<file path="src/rtl/axl_pkg.sv">
package axl_pkg;
    localparam int ADDR_W    = 32;
    localparam int NUM_WIN   = 3;
    localparam int MIN_SHIFT = 20;
    localparam int MAX_CODE  = ADDR_W - 1 - MIN_SHIFT;
    localparam int IO_WIN    = 2;

    typedef enum logic [1:0] {
        CYC_MEM  = 2'd0,
        CYC_PREF = 2'd1,
        CYC_IO   = 2'd2,
        CYC_CFG  = 2'd3
    } cycle_e;

    localparam logic [2:0] CLR_ADDR = 3'd6;
endpackage

</file>
<file path="src/rtl/axl_regs.sv">
// Window register file. Holds a base and a map register for each window.
// Assumes reg_wr_addr[2:1] selects the window and reg_wr_addr[0] selects map(1) or base(0).
// Writes to absent windows are dropped.
module axl_regs
    import axl_pkg::*;
#(
    parameter int NW = NUM_WIN,
    parameter int AW = ADDR_W
)(
    input  logic                 clk,
    input  logic                 rst_n,
    input  logic                 wr_en,
    input  logic [2:0]           wr_addr,
    input  logic [AW-1:0]        wr_data,
    output logic [NW-1:0][AW-1:0] base_q,
    output logic [NW-1:0][AW-1:0] map_q
);
    for (genvar i = 0; i < NW; i++) begin : g_win
        // Capture base/map writes for window i; reset leaves it disabled.
        always_ff @(posedge clk) begin
            if (!rst_n) begin
                base_q[i] <= '0;
                map_q[i]  <= '0;
            end else if (wr_en && (wr_addr[2:1] == i[1:0])) begin
                if (wr_addr[0]) map_q[i]  <= wr_data;
                else            base_q[i] <= wr_data;
            end
        end
    end
endmodule

</file>
<file path="src/rtl/axl_match.sv">
// One window's decoder: range test, address translation and cycle type.
// Assumes base bit 0 = enable, base[4:1] = log2(size/1MB), map[2:1] = type, map[0] = low enable.
// FORCE_IO makes the window report I/O whatever the map type says.
module axl_match
    import axl_pkg::*;
#(
    parameter int AW       = ADDR_W,
    parameter int MS       = MIN_SHIFT,
    parameter bit FORCE_IO = 1'b0
)(
    input  logic [AW-1:0] addr,
    input  logic [AW-1:0] base,
    input  logic [AW-1:0] map,
    output logic          hit,
    output logic [AW-1:0] xaddr,
    output logic [1:0]    cycle,
    output logic          cfg_t1
);
    localparam int MC = AW - 1 - MS;

    logic [3:0]    code_eff;
    logic [AW-1:0] mask;
    logic          is_cfg;

    // Clamp the size code and build the mask of the bits at and above the size.
    always_comb begin
        code_eff = (int'(base[4:1]) > MC) ? 4'(MC) : base[4:1];
        mask     = {AW{1'b1}} << (MS + int'(code_eff));
    end

    // Range test against the enabled base.
    always_comb hit = base[0] && (((addr ^ base) & mask) == '0);

    // Pick the cycle type; the I/O-only window overrides the map.
    always_comb cycle = FORCE_IO ? 2'(CYC_IO) : map[2:1];

    // Build the translated address and the type 0/1 low bits.
    always_comb begin
        is_cfg = (cycle == 2'(CYC_CFG));
        cfg_t1 = is_cfg && map[0];
        xaddr  = (map & mask) | (addr & ~mask);
        if (is_cfg && !map[0]) xaddr[1:0] = 2'b00;
    end
endmodule

</file>
<file path="src/rtl/axl_pick.sv">
// Fixed-priority selector: returns the lowest-index asserted hit.
// Assumes at most 4 windows (2-bit index).
module axl_pick #(
    parameter int NW = 3
)(
    input  logic [NW-1:0] hits,
    output logic          found,
    output logic [1:0]    idx
);
    // Scan from the top so the lowest index ends up winning.
    always_comb begin
        found = 1'b0;
        idx   = 2'd0;
        for (int i = NW - 1; i >= 0; i--) begin
            if (hits[i]) begin
                found = 1'b1;
                idx   = 2'(i);
            end
        end
    end
endmodule

</file>
<file path="src/rtl/addr_window_xlate.sv">
// Priority address window translator (top).
// Decodes each accepted request against the windows in ascending order and registers the
// result (1-cycle latency). A miss sets a sticky flag; a write to address 6 clears it.
// Assumes the consumer holds rsp_ready low to stall; the response then stays stable.
module addr_window_xlate
    import axl_pkg::*;
(
    input  logic        clk,
    input  logic        rst_n,
    input  logic        reg_wr_en,
    input  logic [2:0]  reg_wr_addr,
    input  logic [31:0] reg_wr_data,
    input  logic        req_valid,
    output logic        req_ready,
    input  logic [31:0] req_addr,
    output logic        rsp_valid,
    input  logic        rsp_ready,
    output logic [31:0] rsp_addr,
    output logic [1:0]  rsp_cycle,
    output logic [1:0]  rsp_win,
    output logic        rsp_hit,
    output logic        rsp_miss,
    output logic        rsp_cfg_t1,
    output logic        miss_sticky
);
    localparam int NW = NUM_WIN;
    localparam int AW = ADDR_W;

    logic [NW-1:0][AW-1:0] base_q, map_q;
    logic [NW-1:0]         hits, t1s;
    logic [NW-1:0][AW-1:0] xaddrs;
    logic [NW-1:0][1:0]    cycles;
    logic                  found;
    logic [1:0]            sel;
    logic                  accept;
    logic                  clr_wr;

    axl_regs #(.NW(NW), .AW(AW)) u_regs (
        .clk(clk), .rst_n(rst_n), .wr_en(reg_wr_en), .wr_addr(reg_wr_addr),
        .wr_data(reg_wr_data), .base_q(base_q), .map_q(map_q)
    );

    for (genvar i = 0; i < NW; i++) begin : g_dec
        axl_match #(.AW(AW), .MS(MIN_SHIFT), .FORCE_IO(i == IO_WIN)) u_match (
            .addr(req_addr), .base(base_q[i]), .map(map_q[i]),
            .hit(hits[i]), .xaddr(xaddrs[i]), .cycle(cycles[i]), .cfg_t1(t1s[i])
        );
    end

    axl_pick #(.NW(NW)) u_pick (.hits(hits), .found(found), .idx(sel));

    // Handshake: accept when the output slot is empty or being drained.
    always_comb begin
        req_ready = !rsp_valid || rsp_ready;
        accept    = req_valid && req_ready;
        clr_wr    = reg_wr_en && (reg_wr_addr == CLR_ADDR);
    end

    // Response register: load on accept, drop on drain, hold while stalled.
    always_ff @(posedge clk) begin
        if (!rst_n) begin
            rsp_valid  <= 1'b0;
            rsp_addr   <= '0;
            rsp_cycle  <= '0;
            rsp_win    <= '0;
            rsp_hit    <= 1'b0;
            rsp_miss   <= 1'b0;
            rsp_cfg_t1 <= 1'b0;
        end else if (accept) begin
            rsp_valid  <= 1'b1;
            rsp_hit    <= found;
            rsp_miss   <= !found;
            rsp_win    <= sel;
            rsp_addr   <= found ? xaddrs[sel] : '0;
            rsp_cycle  <= found ? cycles[sel] : '0;
            rsp_cfg_t1 <= found && t1s[sel];
        end else if (rsp_ready) begin
            rsp_valid  <= 1'b0;
        end
    end

    // Sticky miss flag: set on a captured miss (set wins), cleared by a write to address 6.
    always_ff @(posedge clk) begin
        if (!rst_n)                 miss_sticky <= 1'b0;
        else if (accept && !found)  miss_sticky <= 1'b1;
        else if (clr_wr)            miss_sticky <= 1'b0;
    end
endmodule

</file>
<file path="config.mk">
export PLATFORM = sky130hd
export DESIGN_NAME = addr_window_xlate
export DESIGN_NICKNAME = d
export VERILOG_FILES = /design/src/rtl/axl_pkg.sv /design/src/rtl/axl_regs.sv /design/src/rtl/axl_match.sv /design/src/rtl/axl_pick.sv /design/src/rtl/addr_window_xlate.sv
export SDC_FILE = /design/constraint.sdc
export NUM_CORES = 1
export LEC_CHECK = 0
export BUFFER_PORTS_ARGS = -buffer_cell sky130_fd_sc_hd__buf_2
export CAP_MARGIN = 20
export CORE_MARGIN = 1.5
export CORE_UTILIZATION = 45
export DETAILED_ROUTE_END_ITERATION = 8
export PLACE_DENSITY = 0.7
export SLEW_MARGIN = 0
export SYNTH_ARGS = -nofsm -noshare
export SYNTH_HDL_FRONTEND = slang
export SYNTH_SLANG_ARGS = --single-unit
</file>
<file path="constraint.sdc">
create_clock -name clk -period 5 [get_ports clk]
set_input_delay 0.75 -clock clk [delete_from_list [all_inputs] [get_ports clk]]
set_output_delay 0.75 -clock clk [all_outputs]
set_load 0.1 [all_outputs]
</file>
==> metrics.md <==
| Metric | Value |
|---|---|
| Largest net degree at the start of global routing | 70 |
| Register area share after synthesis | 41.8% |
| Gr ovfl total | 0 |
| Pwr/cell area | 346 nW/µm² |
| Die width | about 120 µm |
| Post-Place Worst Slack | 1.62 ns |
| Clock Pin Slew Worst Setup and Hold Paths | about 0.060 ns |
| Worst ir drop on vdd | 0.233 mV |
| Slowest Stage Delay on Critical Path | 0.79 ns |
| Post-Synth Adder-Cell Area | 0% |
| Mapped Area | 6420 µm² |
| Final Skew | approximately 0.0072 ns |
| Worst-Skew Late Latency | 0.43 ns |
| Required time worst endpoint | 5.31 ns |
| Diode count | 0 |
| First-pass GRT wire length | around 30 mm |
| Starting Density | between 40% and 50% |
| CTS Buffer Depth | 2 |
| Fin crit period | 3.48 ns |
| Initial antenna violation count | 1 |
| Worst reg2reg endpoint | rsp_addr[20]$_SDFFE_PN0P_ |
| Initial drt markers | 472 |
| PortBufs | 98 |
| WHS Path Cells | 2 |
| Critical Path Sink Type | flop |
| Area share of and/or/nand/nor cells after synthesis | 21.4% |
| Layout cells sized above 1 | 19.3% |
| Die Area | ~15000 µm² |
| LEAKAGE | 2.88 nW |
| Max-Cap Viols | 0 |
| Fin crit share | 69.7% |
| Hold WC Path Type | flop to flop |
| Routed vias | 6156 |
| Max-slew violation count | 0 |
| Sink of the worst hold path | rsp_cycle[1]$_SDFFE_PN0P_ |
| Final instance area | 7540 µm² |
| CTS H-Tree Depth | 4 |
| Final setup vio count | 0 |
| Min-delay src | rsp_cycle[1]$_SDFFE_PN0P_ |
| Flops & latches, synth | 134 |
| Setup WS post-layout | 1.52 ns |
| Avg WL per Cell | 18.7 µm |
| Max FO, Critical Path | 17 |
| Post-synth ARST share | 0% |
| PostCTS Resize Cnt | 0 |
| Ys flop type | dfxtp_1 |
| Clock root buffer | clkbuf_16 |
| DIE HEIGHT | 122 µm |
| CTS tree | done |
| Post-synthesis mux area share | 2.06% |
| FF-to-FF Start | u_regs.base_q[36]$_SDFFE_PN0P_ |
| Data arrival, critical path | ~3.8 ns |
| Most used cell, CP | a211oi_1 |
| RSZ-0062 raised after global routing | no |
| Drt pass-1 iters | 5 |
| Main combinational cell family by area after synthesis | compound AO/OA/AOI/OAI gates |
| Final core utilization | approximately 54% |
| XOR/XNOR Fraction of Synth Area | ~5.4% |
| Crit path buf inv count | 1 |
| Crit start category | flop |
| Critical path origin | u_regs.base_q[36]$_SDFFE_PN0P_ |
| Distinct cell type count after synthesis | 61 |
| Crit path kind | flop to flop |
| Setup bufs post-CTS | 0 |
| Post-Route WL | 20.0 mm |
| Setup TNS Final | 0 ns |
| Core Box Area | 13900 µm² |
| Routed Antenna Nets | 0 |
| Remaining DRCs | 0 |
| FMAX | 287 MHz |
| Relative slew slack | 32.4% |
| Hold Worst Slack | 0.450 ns |
| # clock sinks | 134 |
| Final Hold Viols | 0 |
| Slowest CP cell | dfxtp_1 |
| Nets | between 900 and 1000 |
| Synthesized area per cell | ~7.8 µm² |
| Row count | 43 |
| Worst r2r path cells | 8 |
| R2R Setup Slk | 1.52 ns |
| Synth Net Count | around 900 |
| IO Pins | 114 |
| Area grow syn2layout | 17.4% |
| Placed Area | 6920 µm² |
| Fill cell count | 1340 |
| Final Wtd Congestion | about 0.86 |
| Detailed placer's ending HPWL | ~14 mm |
| Post-synth EDFFs | 0 |
| Crit-path cells | nor3_1, a211oi_1, and4_1, nand2_1, buf_4, a21oi_1, a211oi_1, a311oi_1 |
| # hold bufs at CTS | 0 |
| Run status | finished clean |
| Syn Inst Count | 825 |
| Total track usage | between 20% and 30% |
| TritonCTS buffer count | 17 |
| Post-synthesis compound-gate area fraction | 23.8% |
| Worst path top cell family by delay | compound AO/OA/AOI/OAI gates |
| Yosys Warn Count | 0 |
| Worst-Margin Slew | between 1 and 1.5 ns |
| Number of global-route vias before repair | 5482 |
| DR vias/cell | 5.76 |
==> sequential cells by signal, indices dropped and copies added (netlist names), 2 cells and up <==
name	cells
u_regs.base_q	51
u_regs.map_q	42
rsp_addr	32
rsp_cycle	2
rsp_win	2
==> layer usage <==
metal | global-route usage, % | vias up | routed length [µm]
li1 | - | 2942 | -
met1 | 36.7 | 2904 | 8540
met2 | 41.8 | 261 | 9190
met3 | 6.37 | 47 | 1690
met4 | 11.6 | 2 | 561
met5 | 0 | - | 7
==> per-stage QoR <==
step | power (mW) | std cells
finish | 2.61 | 1069
global route | 2.69 | 1069
CTS | 2.62 | 1068
detailed placement | 1.34 | 1036
global placement | 1.34 | 1035
floorplan | 1.26 | 825
==> tightest hold or removal path, stage by stage (launching register included) <==
cell and delay, ns:
dfxtp_1 0.30, nand2_1 0.05, a21oi_1 0.05
==> how the worst max path moves through the flow <==
stage                                           end  slack, ns  depth (start not counted)
after floorplan           rsp_addr[13]$_SDFFE_PN0P_       1.60                          7
after global placement    rsp_addr[26]$_SDFFE_PN0P_       1.65                          9
after detailed placement  rsp_addr[20]$_SDFFE_PN0P_       1.62                          9
after CTS                 rsp_addr[20]$_SDFFE_PN0P_       1.69                          8
after global routing      rsp_addr[21]$_SDFFE_PN0P_       1.32                          8
final                     rsp_addr[20]$_SDFFE_PN0P_       1.52                          8
==> power breakdown <==
part / total, mW / switching (mW) / internal, mW / leakage (nW)
clock: 1.29 / 0.458 / 0.834 / 0.296
combinational: 0.215 / 0.149 / 0.0660 / 1.50
sequential: 1.10 / 0.0172 / 1.09 / 1.08
total: 2.61 / 0.624 / 1.99 / 2.88
==> cell usage after synthesis (all sizes together) (5+ instances only) <==
library cell	number	area, µm²
nand3	16	80.1
xor2	22	193
xnor2	14	156
and3	5	31.3
clkbuf	60	225
a21oi	120	601
nor2	35	131
nand2	220	826
inv	5	18.8
buf	20	111
mux2	10	113
nor3	14	70.1
a22oi	22	165
and2	14	90.1
o21ai	21	105
a211oi	17	155
nor4	5	37.5
dfxtp	134	2680
a311oi	12	105
==> layout by cell type, fill, tap and decap left out, types with 5 or more instances in the layout <==
| cell type | netlist | final |
|---|---|---|
| and2_1 | 13 | 13 |
| nand2_1 | 220 | 220 |
| a211oi_1 | 13 | 13 |
| a22oi_1 | 22 | 22 |
| o21ai_0 | 17 | 17 |
| xor2_1 | 22 | 22 |
| a311oi_1 | 12 | 12 |
| mux2_2 | 10 | 10 |
| dfxtp_1 | 134 | 134 |
| a21oi_1 | 120 | 120 |
| nor2_1 | 35 | 35 |
| nor3_1 | 14 | 12 |
| buf_4 | 1 | 12 |
| and3_1 | 5 | 5 |
| clkbuf_16 | 0 | 17 |
| buf_2 | 14 | 98 |
| xnor2_1 | 11 | 11 |
| nand3_1 | 16 | 16 |
==> cell families after synthesis <==
kind of cell              count (synthesis)
and+or+nand+nor                         325
AOI/OAI and AO/OA                       233
DFF                                     134
buffers and inverters                    85
xor gates and xnor gates                 36
muxes                                    12
==> layout make-up <==
type | instances | area [µm²] | share of cell area [%]
Inverter | 5 | 20.0 | 0.266
Tap cell | 180 | 225 | 2.99
Timing Repair Buffer | 112 | 603 | 8.00
Clock buffer | 24 | 492 | 6.52
Sequential cell | 134 | 2680 | 35.6
Multi-Input combinational cell | 606 | 3400 | 45.0
Clock inverter | 8 | 120 | 1.59
(Power assumes the default switching activity.)
